==> config.mk <==
export PLATFORM = sky130hd
export DESIGN_NAME = rtc_bcd_calendar
export DESIGN_NICKNAME = d
export VERILOG_FILES = /design/src/rtl/rtc_pkg.sv /design/src/rtl/rtc_tick_div.sv /design/src/rtl/rtc_hour_step.sv /design/src/rtl/rtc_month_len.sv /design/src/rtl/rtc_bcd_calendar.sv
export SDC_FILE = /design/constraint.sdc
export NUM_CORES = 1
export LEC_CHECK = 0
export ABC_AREA = 1
export BUFFER_PORTS_ARGS = -buffer_cell sky130_fd_sc_hd__buf_2
export CAP_MARGIN = 20
export CORE_AREA = 2 2 86 88
export DETAILED_ROUTE_END_ITERATION = 12
export DIE_AREA = 0 0 88 90
export PLACE_DENSITY = 0.71
export SYNTH_ARGS = -nofsm -noshare
export SYNTH_HDL_FRONTEND = slang
export SYNTH_SLANG_ARGS = --single-unit
==> constraint.sdc <==
create_clock -name clk -period 2.4 [get_ports clk]
set_input_delay 0.48 -clock clk [delete_from_list [all_inputs] [get_ports clk]]
set_output_delay 0.48 -clock clk [all_outputs]
set_load 0.01 [all_outputs]
==> src/rtl/rtc_pkg.sv <==
package rtc_pkg;

    typedef enum logic [2:0] {
        ST_IDLE = 3'd0,
        ST_MIN  = 3'd1,
        ST_HOUR = 3'd2,
        ST_DATE = 3'd3,
        ST_MON  = 3'd4,
        ST_YEAR = 3'd5
    } rtc_state_e;

    typedef enum logic [2:0] {
        SEL_SEC   = 3'd0,
        SEL_MIN   = 3'd1,
        SEL_HOUR  = 3'd2,
        SEL_DATE  = 3'd3,
        SEL_MONTH = 3'd4,
        SEL_YEAR  = 3'd5,
        SEL_WDAY  = 3'd6,
        SEL_NONE  = 3'd7
    } rtc_field_e;

    // two-digit BCD increment; the units digit goes from 9 to 0 with a carry
    function automatic logic [7:0] bcd_inc(input logic [7:0] v);
        logic [7:0] r;
        if (v[3:0] == 4'd9) r = {v[7:4] + 4'd1, 4'd0};
        else                r = {v[7:4], v[3:0] + 4'd1};
        return r;
    endfunction

endpackage

==> src/rtl/rtc_tick_div.sv <==
module rtc_tick_div #(
    parameter int TICK_DIV = 1
) (
    input  logic clk,
    input  logic rst_n,
    input  logic tick_i,
    input  logic clear_i,
    input  logic consume_i,
    output logic due_o
);
    localparam int CNT_W = (TICK_DIV > 1) ? $clog2(TICK_DIV) : 1;
    localparam logic [CNT_W-1:0] CNT_LAST = CNT_W'(TICK_DIV - 1);

    logic [CNT_W-1:0] sub_q;
    logic             pend_q;
    logic             last;

    assign last = (sub_q == CNT_LAST);

    always_ff @(posedge clk or negedge rst_n) begin
        if (!rst_n) begin
            sub_q  <= '0;
            pend_q <= 1'b0;
        end else if (clear_i) begin
            sub_q  <= '0;
            pend_q <= 1'b0;
        end else begin
            if (tick_i) sub_q <= last ? '0 : sub_q + 1'b1;
            pend_q <= (pend_q & ~consume_i) | (tick_i & last);
        end
    end

    assign due_o = pend_q;
endmodule

==> src/rtl/rtc_hour_step.sv <==
module rtc_hour_step (
    input  logic       mode24_i,
    input  logic [5:0] hval_i,
    output logic [7:0] hour_nxt_o,
    output logic       day_carry_o
);
    import rtc_pkg::*;

    logic [7:0] inc24;
    logic [7:0] inc12;
    logic       pm;

    always_comb begin
        inc24 = bcd_inc({2'b00, hval_i});
        inc12 = bcd_inc({3'b000, hval_i[4:0]});
        pm    = hval_i[5];
        hour_nxt_o  = '0;
        day_carry_o = 1'b0;
        if (mode24_i) begin
            if (hval_i == 6'h23) begin
                hour_nxt_o  = 8'h80;
                day_carry_o = 1'b1;
            end else begin
                hour_nxt_o = {2'b10, inc24[5:0]};
            end
        end else begin
            if (hval_i[4:0] == 5'h11) begin
                hour_nxt_o  = {2'b00, ~pm, 5'h12};
                day_carry_o = pm;
            end else if (hval_i[4:0] == 5'h12) begin
                hour_nxt_o = {2'b00, pm, 5'h01};
            end else begin
                hour_nxt_o = {2'b00, pm, inc12[4:0]};
            end
        end
    end
endmodule

==> src/rtl/rtc_month_len.sv <==
module rtc_month_len (
    input  logic [7:0] month_i,
    input  logic [7:0] year_i,
    output logic [7:0] last_o
);
    logic [3:0] mod_sum;
    logic       leap;

    // ten is 2 mod 4, so tens*10 + units is a multiple of 4 when 2*tens[0] + units is
    always_comb begin
        mod_sum = {2'b00, year_i[4], 1'b0} + year_i[3:0];
        leap    = (mod_sum[1:0] == 2'b00);
        unique case (month_i)
            8'h02:                      last_o = leap ? 8'h29 : 8'h28;
            8'h04, 8'h06, 8'h09, 8'h11: last_o = 8'h30;
            default:                    last_o = 8'h31;
        endcase
    end
endmodule

==> src/rtl/rtc_bcd_calendar.sv <==
module rtc_bcd_calendar #(
    parameter int TICK_DIV  = 1,
    parameter int WEEK_DAYS = 7
) (
    input  logic       clk,
    input  logic       rst_n,
    input  logic       tick_i,
    input  logic       wr_en_i,
    input  logic [2:0] wr_sel_i,
    input  logic [7:0] wr_data_i,
    output logic [7:0] sec_o,
    output logic [7:0] min_o,
    output logic [7:0] hour_o,
    output logic [7:0] date_o,
    output logic [7:0] month_o,
    output logic [7:0] year_o,
    output logic [2:0] wday_o
);
    import rtc_pkg::*;

    localparam int WD_W = 3;
    localparam logic [WD_W-1:0] WD_LAST = WD_W'(WEEK_DAYS - 1);

    rtc_state_e state_q, state_d;

    logic [7:0]      sec_q, min_q, hour_q, date_q, month_q, year_q;
    logic [WD_W-1:0] wday_q;

    logic            due;
    logic            consume;
    logic [7:0]      sec_nxt, min_nxt, date_nxt, month_nxt, year_nxt;
    logic [WD_W-1:0] wday_nxt;
    logic            sec_wrap, min_wrap, date_wrap, month_wrap;
    logic [7:0]      hour_nxt;
    logic            hour_carry;
    logic [7:0]      month_last;

    assign consume = (state_q == ST_IDLE) && due && !wr_en_i;

    rtc_tick_div #(.TICK_DIV(TICK_DIV)) u_div (
        .clk      (clk),
        .rst_n    (rst_n),
        .tick_i   (tick_i),
        .clear_i  (wr_en_i),
        .consume_i(consume),
        .due_o    (due)
    );

    rtc_hour_step u_hour (
        .mode24_i   (hour_q[7]),
        .hval_i     (hour_q[5:0]),
        .hour_nxt_o (hour_nxt),
        .day_carry_o(hour_carry)
    );

    rtc_month_len u_mlen (
        .month_i(month_q),
        .year_i (year_q),
        .last_o (month_last)
    );

    always_comb begin
        sec_wrap   = (sec_q == 8'h59);
        min_wrap   = (min_q == 8'h59);
        date_wrap  = (date_q == month_last);
        month_wrap = (month_q == 8'h12);
        sec_nxt    = sec_wrap   ? 8'h00 : bcd_inc(sec_q);
        min_nxt    = min_wrap   ? 8'h00 : bcd_inc(min_q);
        date_nxt   = date_wrap  ? 8'h01 : bcd_inc(date_q);
        month_nxt  = month_wrap ? 8'h01 : bcd_inc(month_q);
        year_nxt   = bcd_inc(year_q);
        if (year_q == 8'h99) year_nxt = 8'h00;
        wday_nxt   = (wday_q == WD_LAST) ? '0 : wday_q + 1'b1;
    end

    // next-state logic of the carry walker
    always_comb begin
        state_d = state_q;
        unique case (state_q)
            ST_IDLE: if (due && sec_wrap) state_d = ST_MIN;
            ST_MIN:  state_d = min_wrap   ? ST_HOUR : ST_IDLE;
            ST_HOUR: state_d = hour_carry ? ST_DATE : ST_IDLE;
            ST_DATE: state_d = date_wrap  ? ST_MON  : ST_IDLE;
            ST_MON:  state_d = month_wrap ? ST_YEAR : ST_IDLE;
            ST_YEAR: state_d = ST_IDLE;
            default: state_d = ST_IDLE;
        endcase
        if (wr_en_i) state_d = ST_IDLE;
    end

    always_ff @(posedge clk or negedge rst_n) begin
        if (!rst_n) state_q <= ST_IDLE;
        else        state_q <= state_d;
    end

    // field registers: a host write wins over the walker
    always_ff @(posedge clk or negedge rst_n) begin
        if (!rst_n) begin
            sec_q   <= 8'h00;
            min_q   <= 8'h00;
            hour_q  <= 8'h12;
            date_q  <= 8'h01;
            month_q <= 8'h01;
            year_q  <= 8'h00;
            wday_q  <= '0;
        end else if (wr_en_i) begin
            case (rtc_field_e'(wr_sel_i))
                SEL_SEC:   sec_q   <= {1'b0, wr_data_i[6:0]};
                SEL_MIN:   min_q   <= {1'b0, wr_data_i[6:0]};
                SEL_HOUR:  hour_q  <= {wr_data_i[7], 1'b0, wr_data_i[5:0]};
                SEL_DATE:  date_q  <= {2'b00, wr_data_i[5:0]};
                SEL_MONTH: month_q <= {3'b000, wr_data_i[4:0]};
                SEL_YEAR:  year_q  <= wr_data_i;
                SEL_WDAY:  wday_q  <= wr_data_i[WD_W-1:0];
                default:   ;
            endcase
        end else begin
            unique case (state_q)
                ST_IDLE: if (due) sec_q <= sec_nxt;
                ST_MIN:  min_q <= min_nxt;
                ST_HOUR: hour_q <= hour_nxt;
                ST_DATE: begin
                    date_q <= date_nxt;
                    wday_q <= wday_nxt;
                end
                ST_MON:  month_q <= month_nxt;
                ST_YEAR: year_q <= year_nxt;
                default: ;
            endcase
        end
    end

    assign sec_o   = sec_q;
    assign min_o   = min_q;
    assign hour_o  = hour_q;
    assign date_o  = date_q;
    assign month_o = month_q;
    assign year_o  = year_q;
    assign wday_o  = wday_q;
endmodule

# After elaboration in Yosys (flattened, before gate mapping)
# Index checks and enable logic that the tools add are counted.
dict set report op_classes {
  eq_ne 40
  reduce_logical 37
  bitwise 6
  add_sub_neg 16
  mux 55
}
# op n
set ops {}
lappend ops {{8-bit two-way mux} 31}
lappend ops {{4-bit by 1-bit adder with 4-bit output, second input constant} 11}
lappend ops {{4-bit == test, second input constant} 6}
lappend ops {{3-bit two-way mux} 8}
lappend ops {{3-bit == test, second input constant} 6}
lappend ops {{3-bit nonzero test} 6}
lappend ops {{8-bit by 3-bit == test with 1-bit output, second input constant} 2}
lappend ops {{8-bit by 5-bit == test with 1-bit output, second input constant} 2}
lappend ops {{8-bit by 7-bit == test with 1-bit output, second input constant} 2}
lappend ops {{8-bit case mux with 2 select lines} 1}
lappend ops {{2-bit nonzero test} 8}
lappend ops {{3-bit case mux with 5 select lines} 1}
lappend ops {{3-bit AND reduction} 5}
lappend ops {{2-bit by 1-bit inequality test with 1-bit output, second input constant} 7}
lappend ops {{3-bit by 2-bit == test with 1-bit output, second input constant} 4}
lappend ops {{6-bit two-way mux} 2}
lappend ops {{2-bit AND reduction} 6}
lappend ops {{4-bit AND reduction} 3}
lappend ops {{5-bit == test, second input constant} 2}
lappend ops {{5-bit two-way mux} 2}
lappend ops {{8-bit by 2-bit == test with 1-bit output, second input constant} 1}
lappend ops {{8-bit by 4-bit == test with 1-bit output, second input constant} 1}
lappend ops {{8-bit == test} 1}
lappend ops {{8-bit == test, second input constant} 1}
lappend ops {{other kinds (19)} 35}
dict set report word_totals {
  in_bits 15
  elab_cells 171
  regBits 56
  output_inout_bits 51
}

# Logic depth before layout (Yosys ltp)
# Gate-level depths: netlist of run 1.
dict set report depth {
  depth_word 8
  depth_mapped 15
  ltp_nobuf 15
}

# By module
# A second synthesis of run 1 with hierarchy kept.
dict set report hier_totals {
  cells_unflattened 538
  hier_area_um2 3862.5
}
# mod cells_per_inst area_per_inst_um2 n_inst
set by_module_without_submodules {}
lappend by_module_without_submodules {rtc_bcd_calendar 445 3379.5 1}
lappend by_module_without_submodules {rtc_hour_step 48 242.7 1}
lappend by_module_without_submodules {rtc_month_len 40 195.2 1}
lappend by_module_without_submodules {rtc_tick_div 5 45.0 1}

# Least setup slack after synthesis of run 1
# Ideal clock, no wire load.
dict set report synth_path {
  kind {reg-to-reg}
  startpoint {register month_q[4], in the netlist month_o[4]}
  endpoint {register state_q[2]}
  path_stages_with_launch 12
  arrival_ps 1592
  n_path_buf 0
  setup_ps 73
  slack_ps 735
  cell_sequence {dfrtp_1 inv_1 ha_1 inv_1 nor2_4 nand3_1 nand2_1 inv_2 nor2_4 nand3_4 or2_1 a21oi_2}
}
dict set report synth_between {
  elab_chain_len 7
  elab_cells_between_ends 13
  cone_classes {7 x eq/ne; 5 x mux; 1 x reduce/logical}
}
# element line
set synth_rtl {}
lappend synth_rtl {{from (decl)} rtc_bcd_calendar.sv:26} ;# logic [7:0] sec_q, min_q, hour_q, date_q, month_q, year_q;
lappend synth_rtl {{from (signal assigned)} rtc_bcd_calendar.sv:112} ;# SEL_MONTH: month_q <= {3'b000, wr_data_i[4:0]};
lappend synth_rtl {{from (signal assigned)} rtc_bcd_calendar.sv:126} ;# ST_MON: month_q <= month_nxt;
lappend synth_rtl {{8-bit by 3-bit == test with 1-bit output, or another cell as far along} rtc_month_len.sv:13} ;# unique case (month_i)
lappend synth_rtl {{4-bit OR reduction} rtc_month_len.sv:13}
lappend synth_rtl {{8-bit case mux with 2 select lines} rtc_month_len.sv:13}
lappend synth_rtl {{8-bit == test} rtc_bcd_calendar.sv:65} ;# date_wrap = (date_q == month_last);
lappend synth_rtl {{3-bit two-way mux} rtc_bcd_calendar.sv:83} ;# ST_DATE: state_d = date_wrap ? ST_MON : ST_IDLE;
lappend synth_rtl {{3-bit case mux with 5 select lines *} rtc_bcd_calendar.sv:79} ;# unique case (state_q)
lappend synth_rtl {{3-bit two-way mux *} rtc_bcd_calendar.sv:88} ;# if (wr_en_i) state_d = ST_IDLE;
lappend synth_rtl {{to (signal assigned)} rtc_bcd_calendar.sv:93} ;# else state_q <= state_d;
lappend synth_rtl {{to (decl)} rtc_bcd_calendar.sv:24} ;# rtc_state_e state_q, state_d;
# Mark *: on every way between the ends. The rest lies on a longest branch, timed or not.
# A chain may end at the register's enable or synchronous reset.

# Worst setup path in the final report of run 1
dict set report layout_path {
  startpoint {register month_q[0], in the netlist month_o[0]}
  endpoint {register date_q[4], in the netlist date_o[4]}
}
dict set report layout_between {
  elab_chain_len 7
  elab_cells_between_ends 13
  cone_classes {6 x eq/ne; 4 x mux; 3 x reduce/logical}
}
# element line
set layout_rtl {}
lappend layout_rtl {{8-bit by 3-bit == test with 1-bit output, or another cell as far along} rtc_month_len.sv:13}
lappend layout_rtl {{4-bit OR reduction} rtc_month_len.sv:13}
lappend layout_rtl {{8-bit case mux with 2 select lines *} rtc_month_len.sv:13}
lappend layout_rtl {{8-bit == test *} rtc_bcd_calendar.sv:65}
lappend layout_rtl {{8-bit two-way mux} rtc_bcd_calendar.sv:69} ;# date_nxt = date_wrap ? 8'h01 : bcd_inc(date_q);
lappend layout_rtl {{8-bit two-way mux} rtc_bcd_calendar.sv:118} ;# unique case (state_q)
lappend layout_rtl {{8-bit two-way mux} rtc_bcd_calendar.sv:106} ;# end else if (wr_en_i) begin
lappend layout_rtl {{to (signal assigned)} rtc_bcd_calendar.sv:111} ;# SEL_DATE: date_q <= {2'b00, wr_data_i[5:0]};
lappend layout_rtl {{to (signal assigned)} rtc_bcd_calendar.sv:123} ;# date_q <= date_nxt;
lappend layout_rtl {{to (decl)} rtc_bcd_calendar.sv:26}
# Mark *: on every way between the ends. The rest lies on a longest branch, timed or not. The select of a mux whose other input is x is not followed.

==> results of run 1 <==
## report_power, final
group | switching, mW | total [mW] | internal, mW
Clock | 0.315 | 0.628 | 0.312
Combinational | 0.685 | 1.15 | 0.467
Sequential | 0.278 | 1.41 | 1.13
## metal layers
| metal | GRT usage, % | vias up |
|---|---|---|
| met2 | 37.88 | 92 |
| li1 | - | 1708 |
| met5 | 0 | - |
| met1 | 31.04 | 1573 |
| met4 | 8.462 | 0 |
| met3 | 4.316 | 11 |
## cell families (layout without fill, tap and decap cells)
family	after synthesis	in the layout	share of synthesized area [%]
XOR/XNOR	12	12	2.947
AND/OR/NAND/NOR	213	213	27.22
other	1	1	0.1051
flip-flops	54	54	38.02
adder cells (fa/ha/maj)	17	17	5.963
buffers and inverters	83	151	9.365
AO/OA/AOI/OAI	100	100	16.38
## through the flow
stage	instance area [um^2]	cells
after global placement	4001	639
after detailed placement	4001	639
after CTS	4111	647
after floorplan	3567	480
final	4111	647
after global routing	4111	647
## cell usage in the layout, fill, tap and decap left out, types with 2 or more instances in the layout
cell / instances
o21ai_1: 5
a22oi_1: 2
nand2_1: 92
buf_2: 64
nor2_2: 2
o21a_1: 3
nor3_1: 8
nor2_1: 47
o21ai_0: 38
dfrtp_1: 50
a21oi_1: 24
nand3_1: 41
nand2_2: 6
xor2_1: 9
inv_1: 64
dfstp_2: 4
nand3_2: 2
or2_2: 2
nand4_1: 4
inv_2: 11
a31oi_1: 12
buf_4: 3
nor2_4: 4
a211oi_1: 2
xnor2_1: 3
ha_1: 17
o211ai_1: 3
clkbuf_8: 5
## layout make-up
type,count,area [um^2],share of cell area (%)
inverters,75,281.5,6.847
flip-flops and latches,54,1356,32.99
multi-input cells,343,1877,45.65
clock inverters,2,37.54,0.9130
clock buffers,6,72.57,1.765
repair buffers,68,362.8,8.825
well taps,99,123.9,3.013
## worst max path at each step
stage | slack [ps] | to | cells after the start | from
2_1_floorplan | 730 | state_q[2] | 11 | month_o[4]
3_3_place_gp | 550 | hour_o[5] | 8 | wr_en_i
3_5_place_dp | 480 | hour_o[5] | 8 | wr_en_i
4_1_cts | 580 | date_o[5] | 13 | month_o[0]
5_1_grt | 360 | date_o[4] | 13 | month_o[0]
6_report | 570 | date_o[4] | 13 | month_o[0]
## flip-flops by register name, summed over array words and instances (netlist names)
name	flops
date_o	8
month_o	8
wday_o	3
sec_o	8
year_o	8
state_q	3
min_o	8
u_div.due_o	1
hour_o	7
## critical path: cells and delay by family, from the launching register on
kind,cells,cell delay [ps]
buf+inv,2,120
flops,1,580
simple gates,11,1020
==> parameters.txt, run 1 <==
Parameter                              Value

STA
  Setup-violating endpoint count in the final report ... 0
  Unrepaired setup endpoints after global routing ... no
  Period Utilization, post-route ... 76.43%
  TNS Setup ... 0 ps
  Tightest slew margin relative to the limit ... 56.55%
  Max Clk Rate ... 545.2 MHz
  Worst Max-Slew Pin Slew ... 651.7 ps
  Post-layout minimum cycle time ... 1834 ps
  Hold Violations, Final ... 0
  Worst setup margin ... 565.7 ps
  Worst hold-check slack ... 178.1 ps
  Count of final max-slew check failures ... 0
  Final Skew ... 10.16 ps

Worst setup path
  Dominant cell type by count on the critical path ... nand2_1
  Required @ worst endpoint ... 2610 ps
  CP Max Fanout ... 9
  Setup slack on the worst flop-to-flop path ... 570 ps
  CP arrival ... 2040 ps
  R2R depth ... 13
  Critical Path Max Stage Delay ... 580 ps
  CP Cell Sequence ... inv_2, nor2_2, nand2_2, nand2_1, nand2_1, nand3_1, nand2_2, nand3_4, nand3_2, nand2_2, inv_2, nand2_1, nand2_1
  Master of the slowest instance on the critical path ... dfstp_2
  Critical Path Sink Type ... flip-flop
  Startpoint of the worst-slack reg-to-reg timing path ... month_o[0]
  Type of origin of the critical path ... flip-flop
  Path type of the worst setup path ... flip-flop to flip-flop
  Terminus of the critical flop-to-flop path ... date_o[4]

CTS
  Number of instances resized during post-cts repair ... 0
  Total number of H-tree levels ... 2
  Reg clk slew, reported paths ... 100 ps
  Number of buffers inserted by hold repair at cts ... 0
  Clk sinks ... 54
  Number of buffers inserted by post-CTS setup repair ... 0
  Clock tree from TritonCTS ... built
  Number of buffers added by the clock tree synthesis step ... 5
  Latest clock arrival within the worst-skew pair ... 310 ps
  CTS Buffer Depth ... 2
  Clock tree root driver cell ... clkbuf_8

Finish
  Share of the core filled with cells ... 58.56%
  Share of layout cells above drive strength 1 ... 20.44%
  Net count reported at finish ... 579
  Fillcell total ... 625
  Area growth from synthesis to layout ... 15.26%
  Diode insertion count for antenna repair ... 0

GRT
  Total overflow reported by the global router ... 0
  Wire length of the first global-routing pass ... 14810 um
  Largest net degree at the start of global routing ... 29
  Overall track demand over capacity in global routing ... 23.43%
  Via count of the first global-routing pass ... 3170
  Number of antenna violations at the first check in global routing ... 0

Yosys
  Number of enable flip-flop cells after synthesis ... 0
  Most used flip-flop cell after synthesis ... dfrtp_1
  Post-synth top area cell ... dfrtp_1
  Most frequent cell after synthesis ... nand2_1
  Commonest cells in the synthesized netlist ... 92 x nand2_1, 64 x inv_1, 50 x dfrtp_1, 47 x nor2_1, 41 x nand3_1
  Total of warnings raised by yosys ... 0
  Avg Inst Size Synth ... 7.432 um^2
  Cell count after synthesis ... 480
  Register area share after synthesis ... 38.02%
  Distinct cell type count after synthesis ... 46
  Net count of the mapped netlist ... 512
  Post-synthesis sequential element count ... 54
  Top area cells in the synthesized netlist ... dfrtp_1 35%, nand2_1 9.7%, inv_1 6.7%, ha_1 6.0%, nand3_1 5.8%
  Yosys top cell area share ... 35.08%
  Synth async-reset ratio ... 100.0%
  Summed instance area of the synthesized netlist ... 3567 um^2

Detailed routing
  Max layer used ... met4
  Vias after detailed routing ... 3384
  Detailed-routing wirelength on met1 ... 3999 um
  Post-DR wirelength/cell ... 13.79 um
  Wire length on met3 ... 523 um
  DRC violations left ... 0
  Detailed route wirelength on metal2 ... 4215 um
  Ratio of routed vias to standard cells ... 5.230
  Number of iterations in the first detailed-routing pass ... 4
  Total wirelength of the detailed-routed design ... 8921 um
  Number of routed nets with antenna violations ... 0
  Drt first-iter violations ... 171

Floorplan
  Core ar. ... 7020 um^2
  Overall die area ... 7920 um^2
  Die width ... 88 um
  Die height ... 90 um
  Row count ... 31
  Initial Utilization ... 50.81%
  I/O Pins ... 66

Power and ir drop
  Largest voltage drop on the vdd net ... 0.4108 mV
  PD cells ... 775.6 nW/um^2
  Post-layout power ... 3.189 mW
  Static leakage ... 2.129 nW

Job
  Max-Cap Viols ... 0

Place
  DPL Wire Length ... 6671 um
  Place WS ... 475.2 ps
  Count of input and output buffers ... 64
  Final weighted congestion in routability-driven placement ... 0.8922

Status
  Result of the run ... complete, no violations

Hold path
  Worst min-delay path category ... primary input to async pin
(Power assumes the default switching activity.)
==> inputs of run 2 (changes only) <==
--- a/config.mk
+++ b/config.mk
@@ -8,10 +8,10 @@
 export ABC_AREA = 1
 export BUFFER_PORTS_ARGS = -buffer_cell sky130_fd_sc_hd__buf_2
 export CAP_MARGIN = 20
-export CORE_AREA = 2 2 86 88
+export CORE_AREA = 2 2 87 89
 export DETAILED_ROUTE_END_ITERATION = 12
-export DIE_AREA = 0 0 88 90
-export PLACE_DENSITY = 0.71
+export DIE_AREA = 0 0 89 91
+export PLACE_DENSITY = 0.73
 export SYNTH_ARGS = -nofsm -noshare
 export SYNTH_HDL_FRONTEND = slang
 export SYNTH_SLANG_ARGS = --single-unit
==> constraint.sdc (replaced) <==
create_clock -name clk -period 1.65 [get_ports clk]
set_input_delay 0.33 -clock clk [delete_from_list [all_inputs] [get_ports clk]]
set_output_delay 0.33 -clock clk [all_outputs]
set_load 0.01 [all_outputs]
==> parameters.txt, run 2 (synthesized netlist as in run 1, its figures left out) <==
Parameter                              Value

Power and ir drop
  Static leakage ... 2.293 nW (was 2.129 nW)
  PD cells ... 1074 nW/um^2 (was 775.6 nW/um^2)
  Largest voltage drop on the vdd net ... 0.5824 mV (was 0.4108 mV)

Worst setup path
  Setup slack on the worst flop-to-flop path ... -70 ps (was 570 ps)
  Number of stages on the worst setup path ... 13 (unchanged)
  CP arrival ... 1960 ps (was 2040 ps)
  Path type of the worst setup path ... flip-flop to flip-flop (unchanged)
  Critical Path Sink Type ... flip-flop (unchanged)
  Termination of the worst setup path ... date_o[0] (was date_o[4])
  CP Max Fanout ... 7 (was 9)
  R2R depth ... 13 (unchanged)
  Critical Path Max Stage Delay ... 550 ps (was 580 ps)
  Required @ worst endpoint ... 1890 ps (was 2610 ps)
  Startpoint of the worst-slack reg-to-reg timing path ... month_o[0] (unchanged)
  Master of the slowest instance on the critical path ... dfstp_2 (unchanged)
  Dominant cell type by count on the critical path ... nand2_2 (was nand2_1)
  Source of the critical timing path ... month_o[0] (unchanged)
  Type of origin of the critical path ... flip-flop (unchanged)
  Sum of buffers and inverters on the critical path ... 3 (was 2)
  Terminus of the critical flop-to-flop path ... date_o[0] (was date_o[4])
  Largest delay share family, worst path ... simple AND/OR/NAND/NOR gates (unchanged)
  CP Cell Sequence ... inv_2, nand2_2, nor2_4, nand2_2, nand2_1, nand2_2, inv_2, nor2_4, nand3_4, buf_6, nand2_2, nor2_1, o22ai_1 (was inv_2, nor2_2, nand2_2, nand2_1, nand2_1, nand3_1, nand2_2, nand3_4, nand3_2, nand2_2, inv_2, nand2_1, nand2_1)

CTS
  Total number of H-tree levels ... 2 (unchanged)
  Reg clk slew, reported paths ... 110 ps (was 100 ps)
  Clock tree root driver cell ... clkbuf_8 (unchanged)
  Clk sinks ... 54 (unchanged)
  Number of buffers added by the clock tree synthesis step ... 5 (unchanged)
  Clock tree from TritonCTS ... built (unchanged)
  CTS Buffer Depth ... 2 (unchanged)
  Latest clock arrival within the worst-skew pair ... 320 ps (was 310 ps)

GRT
  Number of antenna violations at the first check in global routing ... 0 (unchanged)
  Total overflow reported by the global router ... 0 (unchanged)
  Via count of the first global-routing pass ... 3328 (was 3170)
  Wire length of the first global-routing pass ... 15410 um (was 14810 um)
  Overall track demand over capacity in global routing ... 23.84% (was 23.43%)
  Largest net degree at the start of global routing ... 43 (was 29)

Hold path
  Worst min-delay path category ... primary input to flip-flop (was primary input to async pin)

Job
  Max-Cap Viols ... 0 (unchanged)

Floorplan
  Die height ... 91 um (was 90 um)
  I/O Pins ... 66 (unchanged)
  Overall die area ... 8099 um^2 (was 7920 um^2)
  Die width ... 89 um (was 88 um)
  Initial Utilization ... 49.98% (was 50.81%)
  Core ar. ... 7137 um^2 (was 7020 um^2)
  Row count ... 31 (unchanged)

Place
  Count of input and output buffers ... 64 (unchanged)
  Final weighted congestion in routability-driven placement ... 0.8719 (was 0.8922)
  DPL Wire Length ... 7006 um (was 6671 um)
  Placed cell count ... 663 (was 639)
  Place WS ... -85.54 ps (was 475.2 ps)
  Area of placed instances ... 4188 um^2 (was 4001 um^2)

Detailed routing
  Ratio of routed vias to standard cells ... 5.330 (was 5.230)
  Number of routed nets with antenna violations ... 0 (unchanged)
  Number of iterations in the first detailed-routing pass ... 5 (was 4)
  Drt first-iter violations ... 205 (was 171)
  Total wirelength of the detailed-routed design ... 9563 um (was 8921 um)
  Post-DR wirelength/cell ... 14.02 um (was 13.79 um)
  Vias after detailed routing ... 3635 (was 3384)
  DRC violations left ... 0 (unchanged)

Finish
  Share of layout cells above drive strength 1 ... 31.56% (was 20.44%)
  Combined flip-flop and latch cell area ... 1360 um^2 (was 1356 um^2)
  Commonest non-fill, non-tap cells in the layout ... 86 x nand2_1, 64 x buf_2, 54 x inv_1 (was 92 x nand2_1, 64 x inv_1, 64 x buf_2)
  Combined area of the multi-input logic cells ... 1996 um^2 (was 1877 um^2)
  Diode insertion count for antenna repair ... 0 (unchanged)
  Net count reported at finish ... 614 (was 579)
  Final instance count without filler cells ... 682 (was 647)
  Fillcell total ... 671 (was 625)
  Final design instance area without fill ... 4483 um^2 (was 4111 um^2)
  Leading cell type in the layout, fill and taps excluded ... nand2_1 (unchanged)
  Area growth from synthesis to layout ... 25.68% (was 15.26%)

STA
  Post-layout minimum cycle time ... 1721 ps (was 1834 ps)
  Setup-violating endpoint count in the final report ... 8 (was 0)
  Worst setup margin ... -71.07 ps (was 565.7 ps)
  Unrepaired setup endpoints after global routing ... yes (was no)
  Count of final max-slew check failures ... 0 (unchanged)
  Final Skew ... 12.83 ps (was 10.16 ps)
  Hold Violations, Final ... 0 (unchanged)
  TNS Setup ... -418.5 ps (was 0 ps)
  Period Utilization, post-route ... 104.3% (was 76.43%)
  Worst hold-check slack ... 242.6 ps (was 178.1 ps)
  Max Clk Rate ... 581.0 MHz (was 545.2 MHz)

Status
  Result of the run ... finished, violations left (was complete, no violations)
  Violated checks ... negative setup slack
[run 2: changes by cell type in the layout (fill, tap and decap cells not counted), moves of 5 or more]
| cell | before | now |
|---|---|---|
| inv_2 | 11 | 20 |
| nand2_1 | 92 | 86 |
| inv_1 | 64 | 54 |
| nand2_2 | 6 | 11 |
| nor2_1 | 47 | 40 |
| nor2_2 | 2 | 7 |
| buf_4 | 3 | 36 |
[run 2: area by class of cell]
| cell class | instances | area share (%) |
|---|---|---|
| clock buffers | 6 | 1.619 |
| clock inverters | 2 | 0.3349 |
| inverters | 75 | 6.335 |
| multi-input cells | 343 | 44.52 |
| flip-flops and latches | 54 | 30.34 |
| well taps | 99 | 2.763 |
| repair buffers | 103 | 14.09 |
[run 2: how the worst min path moves through the flow]
stage          slack [ps]  startpoint     endpoint  cells past startpoint
6_report              240      tick_i  u_div.due_o                      3
5_1_grt               270      tick_i  u_div.due_o                      3
4_1_cts               230      tick_i  u_div.due_o                      3
3_5_place_dp          240       rst_n    hour_o[2]                      1
3_3_place_gp          250       rst_n    hour_o[2]                      1
2_1_floorplan          30       rst_n    date_o[1]                      0
[run 2: layer usage]
layer  routed length (um)  vias up  track usage, %  share of wire [%]
met5                    0        -               0                  0
met4                  185        0           6.716                1.9
met3                  513       14           3.818                5.4
met2                 4663      104           39.05                 49
met1                 4201     1734           32.39                 44
li1                     -     1783               -                  -
[run 2: per-stage QoR]
stage / total power [mW] / utilization (%)
floorplan: 3.122 / -
global placement: 3.812 / 58.68
detailed placement: 3.884 / 58.68
CTS: 4.728 / 60.69
global route: 5.177 / 62.82
finish: 4.816 / 62.82
[run 2: repair_timing]
action	4_1_cts	5_1_grt
resized for setup	10	36
pin swaps	7	15
hold buffers	1	0
endpoints found under the setup margin	8	37
buffers inserted	2	8
endpoints found under the hold margin	11	0
[run 2: power breakdown]
group	leakage, nW	internal, mW	switching, mW	total, mW
combinational	1.61	0.868	1.15	2.02
clock	0.0374	0.301	0.473	0.774
sequential	0.651	1.65	0.375	2.03
[run 2: worst reg2reg max path: stages, from the launching register on]
cell     delay, ps
dfstp_2        550
inv_2           70
nand2_2        110
nor2_4          70
nand2_2         70
nand2_1         70
nand2_2         90
inv_2           40
nor2_4         110
nand3_4        120
buf_6          140
nand2_2         40
nor2_1          40
o22ai_1        120
==> inputs of run 3 (changes only) <==
--- a/config.mk
+++ b/config.mk
@@ -5,13 +5,12 @@
 export SDC_FILE = /design/constraint.sdc
 export NUM_CORES = 1
 export LEC_CHECK = 0
-export ABC_AREA = 1
 export BUFFER_PORTS_ARGS = -buffer_cell sky130_fd_sc_hd__buf_2
 export CAP_MARGIN = 20
 export CORE_AREA = 2 2 87 89
 export DETAILED_ROUTE_END_ITERATION = 12
 export DIE_AREA = 0 0 89 91
-export PLACE_DENSITY = 0.73
+export PLACE_DENSITY_LB_ADDON = 0.1
 export SYNTH_ARGS = -nofsm -noshare
 export SYNTH_HDL_FRONTEND = slang
 export SYNTH_SLANG_ARGS = --single-unit
==> parameters.txt, run 3 <==
Parameter                              Value

Worst setup path
  Path type of the worst setup path ... flip-flop to flip-flop (unchanged)
  Sum of buffers and inverters on the critical path ... 2 (was 3)
  Startpoint of the worst-slack reg-to-reg timing path ... month_o[4] (was month_o[0])
  Critical Path Max Stage Delay ... 420 ps (was 550 ps)
  Critical Path Sink Type ... flip-flop (unchanged)
  Type of origin of the critical path ... flip-flop (unchanged)
  Largest delay share family, worst path ... compound AO/OA/AOI/OAI gates (was simple AND/OR/NAND/NOR gates)
  Setup slack on the worst flop-to-flop path ... -420 ps (was -70 ps)
  R2R depth ... 9 (was 13)
  Required @ worst endpoint ... 1900 ps (was 1890 ps)
  CP Cell Sequence ... inv_2, ha_4, or3b_1, o32ai_2, o311ai_2, mux2_4, buf_6, o22a_1, nor2_1 (was inv_2, nand2_2, nor2_4, nand2_2, nand2_1, nand2_2, inv_2, nor2_4, nand3_4, buf_6, nand2_2, nor2_1, o22ai_1)
  CP Max Fanout ... 7 (unchanged)
  CP arrival ... 2330 ps (was 1960 ps)
  Master of the slowest instance on the critical path ... dfrtp_2 (was dfstp_2)
  Terminus of the critical flop-to-flop path ... state_q[2] (was date_o[0])

Finish
  Area growth from synthesis to layout ... 52.77% (was 25.68%)
  Net count reported at finish ... 625 (was 614)
  Fillcell total ... 520 (was 671)
  Leading cell type in the layout, fill and taps excluded ... buf_4 (was nand2_1)
  Share of the core filled with cells ... 76.74% (was 62.82%)
  Diode insertion count for antenna repair ... 0 (unchanged)
  Share of layout cells above drive strength 1 ... 48.90% (was 31.56%)
  Commonest non-fill, non-tap cells in the layout ... 107 x buf_4, 64 x buf_2, 48 x dfrtp_1 (was 86 x nand2_1, 64 x buf_2, 54 x inv_1)
  Final instance count without filler cells ... 692 (was 682)
  Combined area of the multi-input logic cells ... 2459 um^2 (was 1996 um^2)
  Combined flip-flop and latch cell area ... 1359 um^2 (was 1360 um^2)

STA
  Unrepaired setup endpoints after global routing ... yes (unchanged)
  Setup-violating endpoint count in the final report ... 35 (was 8)
  Worst setup margin ... -425.0 ps (was -71.07 ps)
  Hold Violations, Final ... 6 (was 0)
  Final Skew ... 12.60 ps (was 12.83 ps)
  Worst hold-check slack ... -5.245 ps (was 242.6 ps)
  Period Utilization, post-route ... 125.8% (was 104.3%)
  Count of final max-slew check failures ... 0 (unchanged)
  Max Clk Rate ... 481.9 MHz (was 581.0 MHz)
  Post-layout minimum cycle time ... 2075 ps (was 1721 ps)

Floorplan
  Overall die area ... 8099 um^2 (unchanged)
  Die width ... 89 um (unchanged)
  Row count ... 31 (unchanged)
  Core ar. ... 7137 um^2 (unchanged)
  I/O Pins ... 66 (unchanged)
  Die height ... 91 um (unchanged)
  Initial Utilization ... 50.23% (was 49.98%)

GRT
  Wire length of the first global-routing pass ... 18150 um (was 15410 um)
  Overall track demand over capacity in global routing ... 28.18% (was 23.84%)
  Number of antenna violations at the first check in global routing ... 0 (unchanged)
  Largest net degree at the start of global routing ... 55 (was 43)
  Total overflow reported by the global router ... 0 (unchanged)
  Via count of the first global-routing pass ... 3823 (was 3328)

Yosys
  Top area cells in the synthesized netlist ... dfrtp_1 35%, o21ai_0 6.4%, ha_1 5.9%, nand2_1 4.6%, a21oi_1 3.6% (was dfrtp_1 35%, nand2_1 9.7%, inv_1 6.7%, ha_1 6.0%, nand3_1 5.8%)
  Net count of the mapped netlist ... 439 (was 512)
  Simple-gate area share of the yosys netlist ... 23.77% (was 27.22%)
  Cell count after synthesis ... 407 (was 480)
  Fraction of synthesized cell area in xor and xnor cells ... 0.2443% (was 2.946%)
  Avg Inst Size Synth ... 8.808 um^2 (was 7.432 um^2)
  Post-synthesis sequential element count ... 54 (unchanged)
  Arithmetic-cell share of the synthesized area counting full adders, half adders and majority gates ... 5.934% (was 5.963%)
  Dominant combinational cell family by area after synthesis ... compound AO/OA/AOI/OAI gates (was simple AND/OR/NAND/NOR gates)
  Register area share after synthesis ... 37.84% (was 38.02%)
  Synth async-reset ratio ... 100.0% (unchanged)
  Post-synth top area cell ... dfrtp_1 (unchanged)
  Yosys top cell area share ... 34.90% (was 35.08%)
  Total of warnings raised by yosys ... 0 (unchanged)
  Commonest cells in the synthesized netlist ... 50 x dfrtp_1, 46 x o21ai_0, 44 x nand2_1, 30 x nor2_1, 26 x a21oi_1 (was 92 x nand2_1, 64 x inv_1, 50 x dfrtp_1, 47 x nor2_1, 41 x nand3_1)
  Post-synthesis mux area share ... 2.792% (was 0%)
  Summed instance area of the synthesized netlist ... 3585 um^2 (was 3567 um^2)
  Area fraction in compound gates after synthesis ... 25.03% (was 16.38%)
  Number of enable flip-flop cells after synthesis ... 0 (unchanged)
  Most used flip-flop cell after synthesis ... dfrtp_1 (unchanged)
  Distinct cell type count after synthesis ... 69 (was 46)
  Most frequent cell after synthesis ... dfrtp_1 (was nand2_1)

CTS
  Latest clock arrival within the worst-skew pair ... 310 ps (was 320 ps)
  CTS Buffer Depth ... 2 (unchanged)
  Clock tree from TritonCTS ... built (unchanged)
  Clock tree root driver cell ... clkbuf_8 (unchanged)
  Clk sinks ... 54 (unchanged)
  Reg clk slew, reported paths ... 100 ps (was 110 ps)
  Number of buffers added by the clock tree synthesis step ... 5 (unchanged)
  Number of buffers inserted by hold repair at cts ... 0 (was 1)
  Total number of H-tree levels ... 2 (unchanged)

Place
  Final weighted congestion in routability-driven placement ... 0.8930 (was 0.8719)
  Placed cell count ... 656 (was 663)
  Place WS ... -479.0 ps (was -85.54 ps)
  Count of input and output buffers ... 64 (unchanged)
  DPL Wire Length ... 7760 um (was 7006 um)

Power and ir drop
  Post-layout power ... 5.361 mW (was 4.816 mW)
  Static leakage ... 2.486 nW (was 2.293 nW)
  PD cells ... 978.9 nW/um^2 (was 1074 nW/um^2)
  Largest voltage drop on the vdd net ... 0.5434 mV (was 0.5824 mV)

Detailed routing
  Post-DR wirelength/cell ... 16.71 um (was 14.02 um)
  DRC violations left ... 0 (unchanged)
  Total wirelength of the detailed-routed design ... 11560 um (was 9563 um)
  Number of iterations in the first detailed-routing pass ... 7 (was 5)
  Vias after detailed routing ... 3971 (was 3635)
  Number of routed nets with antenna violations ... 0 (unchanged)
  Ratio of routed vias to standard cells ... 5.738 (was 5.330)
  Drt first-iter violations ... 289 (was 205)

Hold path
  Worst min-delay path category ... primary input to async pin (was primary input to flip-flop)

Status
  Result of the run ... finished, violations left (unchanged)
  Violated checks ... negative hold slack, negative setup slack (was negative setup slack)

Job
  Max-Cap Viols ... 0 (unchanged)
==> run 3: cell count changes in the layout (fill, tap and decap cells not counted), sizes merged, moves of 10 or more <==
| cell | change |
|---|---|
| buf | +90 |
| inv | -54 |
| nand2 | -54 |
| nand3 | -29 |
| nor2 | -23 |
| nor2b | +10 |
==> run 3: kinds of logic after synthesis <==
group	after synthesis
mux	9
xor+xnor	1
other cells	1
simple gates	157
fa+ha+maj	17
compound gates	134
flops	54
buf+inv	34
==> run 3: routing by layer <==
| layer | part of all wire, % | vias up | GRT usage [%] |
|---|---|---|---|
| met5 | 0 | - | 0 |
| met4 | 2.2 | 0 | 8.085 |
| met3 | 6.3 | 33 | 4.727 |
| met2 | 51 | 168 | 46.58 |
| met1 | 41 | 1900 | 37.71 |
| li1 | - | 1870 | - |
==> run 3: per-stage QoR <==
stage	TNS (ps)	instance area (um^2)
final	-6223	5477
after global routing	-9167	5477
after CTS	-4554	5166
after detailed placement	-6100	4797
after global placement	-4642	4797
after floorplan	-3778	3666
==> run 3: what timing repair did <==
item / in CTS / in global routing
setup buffers: 13 / 17
pin swaps: 17 / 29
setup endpoints to repair: 35 / 48
resized for setup: 50 / 55
==> run 3: where the power goes <==
| group | internal (mW) | leakage, nW | switching (mW) | total [mW] |
|---|---|---|---|---|
| Sequential | 1.64 | 0.643 | 0.300 | 1.94 |
| Clock | 0.295 | 0.0383 | 0.442 | 0.737 |
| Combinational | 1.34 | 1.80 | 1.34 | 2.68 |
| Total | 3.28 | 2.49 | 2.08 | 5.36 |
==> run 3: layout make-up <==
type | count | share of cell area, %
Tap cell | 99 | 2.262
Multi-Input combinational cell | 319 | 44.89
Clock buffer | 7 | 1.394
Timing Repair Buffer | 192 | 25.15
Inverter | 21 | 1.485
Sequential cell | 54 | 24.81
==> run 3: worst reg2reg max path: cells and delay by family (launching register included) <==
family	cells	cell delay, ps
AO/OA/AOI/OAI	3	480
AND/OR/NAND/NOR	2	430
flip-flops	1	420
multiplexers	1	350
buffers and inverters	2	220
adder cells (fa/ha/maj)	1	130
==> run 3: worst max path at each step <==
stage	endpoint	from	slack (ps)	cells past startpoint
after floorplan	date_o[3]	month_o[5]	-380	9
after global placement	date_o[4]	month_o[4]	-410	8
after detailed placement	date_o[4]	month_o[4]	-480	8
after CTS	date_o[0]	month_o[4]	-400	9
after global routing	date_o[0]	month_o[5]	-520	9
final	state_q[2]	month_o[4]	-420	9
